--- config.mk ---
export PLATFORM = sky130hd
export DESIGN_NAME = cfg_smb_slave
export DESIGN_NICKNAME = d
export VERILOG_FILES = /design/src/rtl/cfg_smb_slave.sv
export SDC_FILE = /design/constraint.sdc
export NUM_CORES = 1
export LEC_CHECK = 0
export ABC_AREA = 1
export BUFFER_PORTS_ARGS = -buffer_cell sky130_fd_sc_hd__buf_2
export CORE_MARGIN = 2
export CORE_UTILIZATION = 32
export CTS_CLUSTER_DIAMETER = 100
export DETAILED_ROUTE_END_ITERATION = 8
export GPL_TIMING_DRIVEN = 1
export SYNTH_ARGS = -nofsm -noshare
export SYNTH_HDL_FRONTEND = slang
export SYNTH_SLANG_ARGS = --single-unit
--- constraint.sdc ---
create_clock -name clk -period 2.6 [get_ports clk]
set_clock_uncertainty 0.2 [all_clocks]
set_input_delay 0.13 -clock clk [delete_from_list [all_inputs] [get_ports clk]]
set_output_delay 0.13 -clock clk [all_outputs]
set_load 0.005 [all_outputs]
--- src/rtl/cfg_smb_slave.sv ---
module cfg_smb_slave #(
  parameter int NUM_REGS = 4,
  parameter logic [8*NUM_REGS-1:0] DEFAULTS = 32'h0F3C00A0
) (
  input  logic                  clk,
  input  logic                  rst_n,
  input  logic                  scl_i,
  input  logic                  sda_i,
  input  logic [2:0]            strap_i,
  output logic                  sda_oe_o,
  output logic [8*NUM_REGS-1:0] regs_o,
  output logic                  spread_eff_o,
  output logic [2:0]            fsel_eff_o
);
  localparam int IW = $clog2(NUM_REGS + 1);
  localparam int AW = $clog2(NUM_REGS);

  typedef enum logic [2:0] {S_IDLE, S_ADDR, S_CMD, S_CNT, S_DATA, S_SKIP} st_t;

  logic [1:0] scl_sy, sda_sy;
  logic       scl_p, sda_p;
  logic [7:0] sh, cnt;
  logic [3:0] bitc;
  logic       ackph, do_ack;
  logic [IW-1:0] idx;
  logic [6:0] my_addr;
  st_t        st;
  logic [7:0] rf [NUM_REGS];

  always_ff @(posedge clk or negedge rst_n)
    if (!rst_n) begin
      scl_sy <= 2'b11; sda_sy <= 2'b11; scl_p <= 1'b1; sda_p <= 1'b1;
    end else begin
      scl_sy <= {scl_sy[0], scl_i};
      sda_sy <= {sda_sy[0], sda_i};
      scl_p  <= scl_sy[1];
      sda_p  <= sda_sy[1];
    end

  wire scl_s    = scl_sy[1];
  wire sda_s    = sda_sy[1];
  wire start_c  = scl_s & scl_p & sda_p & ~sda_s;
  wire stop_c   = scl_s & scl_p & ~sda_p & sda_s;
  wire scl_rise = scl_s & ~scl_p;
  wire scl_fall = ~scl_s & scl_p;
  wire byte_end = scl_fall & ~ackph & (bitc == 4'd8);
  wire in_xfer  = (st != S_IDLE) && (st != S_SKIP);
  wire room     = (int'(idx) < int'(cnt)) && (int'(idx) < NUM_REGS);

  always_comb
    case (strap_i)
      3'd0: my_addr = 7'h6F;
      3'd1: my_addr = 7'h6E;
      3'd2: my_addr = 7'h6D;
      3'd3: my_addr = 7'h6C;
      3'd4: my_addr = 7'h6B;
      3'd5: my_addr = 7'h6A;
      3'd6: my_addr = 7'h68;
      default: my_addr = 7'h69;
    endcase

  always_comb
    case (st)
      S_ADDR:  do_ack = (sh == {my_addr, 1'b0});
      S_CMD:   do_ack = (sh == 8'h00);
      S_CNT:   do_ack = 1'b1;
      S_DATA:  do_ack = room;
      default: do_ack = 1'b0;
    endcase

  always_ff @(posedge clk or negedge rst_n)
    if (!rst_n) begin
      st <= S_IDLE; sh <= '0; cnt <= '0; bitc <= '0; ackph <= 1'b0;
      idx <= '0; sda_oe_o <= 1'b0;
      for (int i = 0; i < NUM_REGS; i++) rf[i] <= DEFAULTS[8*i +: 8];
    end else if (start_c) begin
      st <= S_ADDR; bitc <= '0; ackph <= 1'b0; sda_oe_o <= 1'b0;
    end else if (stop_c) begin
      st <= S_IDLE; bitc <= '0; ackph <= 1'b0; sda_oe_o <= 1'b0;
    end else if (in_xfer) begin
      if (scl_rise && !ackph && bitc != 4'd8) begin
        sh   <= {sh[6:0], sda_s};
        bitc <= bitc + 4'd1;
      end
      if (byte_end) begin
        ackph    <= 1'b1;
        sda_oe_o <= do_ack;
        case (st)
          S_ADDR: st <= do_ack ? S_CMD : S_SKIP;
          S_CMD:  st <= do_ack ? S_CNT : S_SKIP;
          S_CNT: begin cnt <= sh; idx <= '0; st <= S_DATA; end
          S_DATA: if (do_ack) begin
            rf[idx[AW-1:0]] <= sh;
            idx <= idx + 1'b1;
          end
          default: ;
        endcase
      end else if (scl_fall && ackph) begin
        ackph <= 1'b0; sda_oe_o <= 1'b0; bitc <= '0;
      end
    end

  for (genvar g = 0; g < NUM_REGS; g++) begin : g_out
    assign regs_o[8*g +: 8] = rf[g];
  end

  assign spread_eff_o = rf[0][6] & ~rf[0][0];
  assign fsel_eff_o   = rf[0][0] ? 3'b000 : rf[0][4:2];

  a_r9_oe_on_low_clock: assert property (@(posedge clk) disable iff (!rst_n)
    !$stable(sda_oe_o) |-> !$past(scl_s));
  a_r9_oe_in_transfer: assert property (@(posedge clk) disable iff (!rst_n)
    sda_oe_o |-> (st != S_IDLE && st != S_SKIP));
  a_r5_write_in_data: assert property (@(posedge clk) disable iff (!rst_n)
    (regs_o != $past(regs_o)) |-> ($past(st) == S_DATA));
  a_r6_index_bound: assert property (@(posedge clk) disable iff (!rst_n)
    int'(idx) <= NUM_REGS);
  a_r3_read_skipped: assert property (@(posedge clk) disable iff (!rst_n)
    (byte_end && !start_c && !stop_c && st == S_ADDR && sh[0]) |=> (st == S_SKIP && !sda_oe_o));
  a_r4_cmd_skipped: assert property (@(posedge clk) disable iff (!rst_n)
    (byte_end && !start_c && !stop_c && st == S_CMD && sh != 8'h00) |=> (st == S_SKIP));
  a_r10_override_gates: assert property (@(posedge clk) disable iff (!rst_n)
    regs_o[0] |-> (!spread_eff_o && fsel_eff_o == 3'b000));
endmodule

==> results.json <==
{
  "worst_setup_path_start_kind": "register",
  "critPathCaptureType": "register",
  "critical_path_class": "reg -> reg",
  "period_minus_slack_ns": 2.143,
  "finalCritPeriodShare_pct": 82.43,
  "die_y_um": 101.4,
  "cp.required_ns": 2.63,
  "vias": 2271,
  "coreArea_um2": 9240,
  "drc": 0,
  "yosysTopAreaCell": "dfrtp_1",
  "ys.flop_type": "dfrtp_1",
  "synth.avg_cell_area_um2": 9.150,
  "die_w_um": 101.4,
  "maxCapViolCount": 0,
  "async_flop_share_pct": 100.0,
  "h-tree-depth": 3,
  "grt_max_degree": 41,
  "slowest_stage": "dfrtp_1",
  "yosys_warnings": 0,
  "peakVddDrop_v": 0.0002941,
  "ys_seq_elements": 66,
  "cts.sinks": 66,
  "rsz0062_at_grt": "no",
  "ff2ff_path_depth": 9,
  "crit_chain": "inv_1 -> ha_1 -> nand2_1 -> nor2_1 -> nand4_2 -> nor2_4 -> nand3_4 -> nand2_1 -> o21ai_2",
  "cts_tree": "done",
  "ant_nets": 0,
  "avgRoutedWirePerCell_um": 12.32,
  "cpPeakStageDelay_ns": 0.41,
  "r2r-start": "bitc[0]$_DFFE_PN0P_",
  "ff2ff_setup_slack_ns": 0.46,
  "slew_headroom_pct": 58.03,
  "syn_nets": 347,
  "path_buf_inv": 1,
  "drive_gt1_share_pct": 26.67,
  "via_per_inst": 4.376,
  "postCtsSetupBuffers": 0,
  "tightest_slew_ns": 0.6296,
  "drt_wl_total_um": 6394,
  "drt_iter0_drc": 97,
  "grt_overflow": 0,
  "hold_violations": 0,
  "fin_util_pct": 39.38,
  "r2r_end": "regs_o[30]$_DFFE_PN0P_",
  "io_buffer_count": 43,
  "p_leak_nw": 1.766,
  "synthTopCellsByCount": "88 x nand2_1, 50 x dfrtp_1, 35 x inv_1",
  "synth_edf_count": 0,
  "drt_pass1_iterations": 4,
  "track_usage_pct": 13.34,
  "syn_area_um2": 3038,
  "run_status": "completed",
  "crit_arrival_ns": 2.17,
  "crit_top_cell": "nand2_1",
  "synth_most_common_cell": "nand2_1",
  "setup_viol_count_final": 0,
  "worstPathMaxFanout": 17,
  "cp_top_family": "simple AND/OR/NAND/NOR gates",
  "start_util_pct": 32.88,
  "min_path_type": "in -> async",
  "antenna_cells": 0,
  "yosysTopAreaCellShare_pct": 41.19,
  "io_pins": 44,
  "nNetsFinal": 400,
  "cts_buffer_depth": 2,
  "syn_inst": 332,
  "yosysUniqueCellTypes": 27,
  "grt_pass1_vias": 2057,
  "grt_pass1_wl_um": 10420,
  "insertion_delay_ns": 0.34,
  "hpwl_um": 4630,
  "cts_resized": 0,
  "max_freq_mhz": 466.6,
  "tns_ns": 0,
  "clk_pin_slew_ns": 0.08,
  "area_delta_synth_final_pct": 19.77,
  "powerDensity_nw_per_um2": 721.9,
  "final_max_slew_viol_count": 0,
  "gp_congestion": 0.8393,
  "yosysSeqAreaShare_pct": 55.02,
  "dieArea_um2": 10290,
  "grt_antenna_before_repair": 0,
  "row_count": 35,
  "ys_top_cells_by_area": "dfrtp_1 41%, dfstp_2 14%, nand2_1 11%, inv_1 4.3%, o21ai_0 4.0%",
  "cts_made_buffers": 9,
  "root_buffer": "clkbuf_8"
}
-- state kept, by name (all words and copies together), names as in the netlist --
signal / cells
ackph: 1
bitc: 4
cnt: 8
idx: 3
regs_o: 32
scl_p: 1
scl_sy: 2
sda_oe_o: 1
sda_p: 1
sda_sy: 2
sh: 8
st: 3
-- layer usage --
metal / track usage (%) / vias to the layer above / wire (µm)
met5: 0 / - / 0
met4: 6.237 / 0 / 104
met3: 2.277 / 7 / 174
met2: 20.17 / 32 / 2951
met1: 18.71 / 1062 / 3163
li1: - / 1170 / -
-- kinds of logic after synthesis --
family | after synthesis | synth area share (%)
flip-flops | 66 | 55.02
buffers and inverters | 47 | 6.837
AND/OR/NAND/NOR | 147 | 22.28
XOR/XNOR | 2 | 0.5767
AO/OA/AOI/OAI | 62 | 11.99
adder cells (fa/ha/maj) | 8 | 3.295
-- metrics by stage --
| stage | setup slack, ns | total power, W | hold WS [ns] | cells | area (µm²) |
|---|---|---|---|---|---|
| floorplan | 0.6935 | 0.001511 | -0.3656 | 332 | 3038 |
| global placement | 0.5511 | 0.001667 | -0.02173 | 500 | 3385 |
| detailed placement | 0.4802 | 0.001679 | -0.01154 | 500 | 3385 |
| CTS | 0.4548 | 0.002660 | 0.1554 | 519 | 3638 |
| global route | 0.2620 | 0.002778 | 0.1609 | 519 | 3638 |
| finish | 0.4568 | 0.002627 | 0.1331 | 519 | 3638 |
-- what timing repair did --
item	CTS	global route
hold buffers	3	0
endpoints found under the setup margin	0	0
hold endpoints to repair	28	0
-- how the worst max path moves through the flow --
| stage | start | end | slack [ns] | cells after the start |
|---|---|---|---|---|
| 6_report | bitc[0]$_DFFE_PN0P_ | regs_o[30]$_DFFE_PN0P_ | 0.46 | 9 |
| 5_1_grt | bitc[1]$_DFFE_PN0P_ | regs_o[28]$_DFFE_PN0P_ | 0.26 | 9 |
| 4_1_cts | bitc[0]$_DFFE_PN0P_ | regs_o[29]$_DFFE_PN0P_ | 0.45 | 9 |
| 3_5_place_dp | bitc[0]$_DFFE_PN0P_ | regs_o[30]$_DFFE_PN0P_ | 0.48 | 9 |
| 3_3_place_gp | bitc[0]$_DFFE_PN0P_ | regs_o[30]$_DFFE_PN0P_ | 0.55 | 9 |
| 2_1_floorplan | bitc[0]$_DFFE_PN0P_ | regs_o[31]$_DFFE_PN0P_ | 0.69 | 10 |
-- power breakdown --
group | internal (W) | leakage (nW) | switching, W
logic | 0.000122 | 0.818 | 0.000310
registers | 0.00112 | 0.834 | 0.000100
clock network | 0.000548 | 0.114 | 0.000425
-- layout make-up --
class | instances | area, µm²
clock buffer | 9 | 123.9
clock inverter | 7 | 100.1
fill | 917 | 5602
inverter | 42 | 157.7
multi-input combinational | 219 | 1159
sequential | 66 | 1672
tap | 129 | 161.4
timing repair buffer | 47 | 265.3
-- cell usage in the layout (no fill, tap or decap), types with 2 or more instances in the layout --
cell type / n
inv_1: 35
o21ai_1: 23
inv_6: 2
bufinv_16: 2
o21ai_0: 24
xor2_1: 2
clkinv_4: 2
dfstp_2: 16
nand2_2: 2
nand2_1: 88
nor2_4: 2
nor3_1: 4
nand3_1: 12
nor2_1: 31
inv_2: 7
dlygate4sd3_1: 3
ha_1: 8
dfrtp_1: 50
buf_2: 43
o21ai_2: 9
clkbuf_8: 9
nand3_4: 4
o22ai_1: 2
Power figures use the tool's default switching activity.
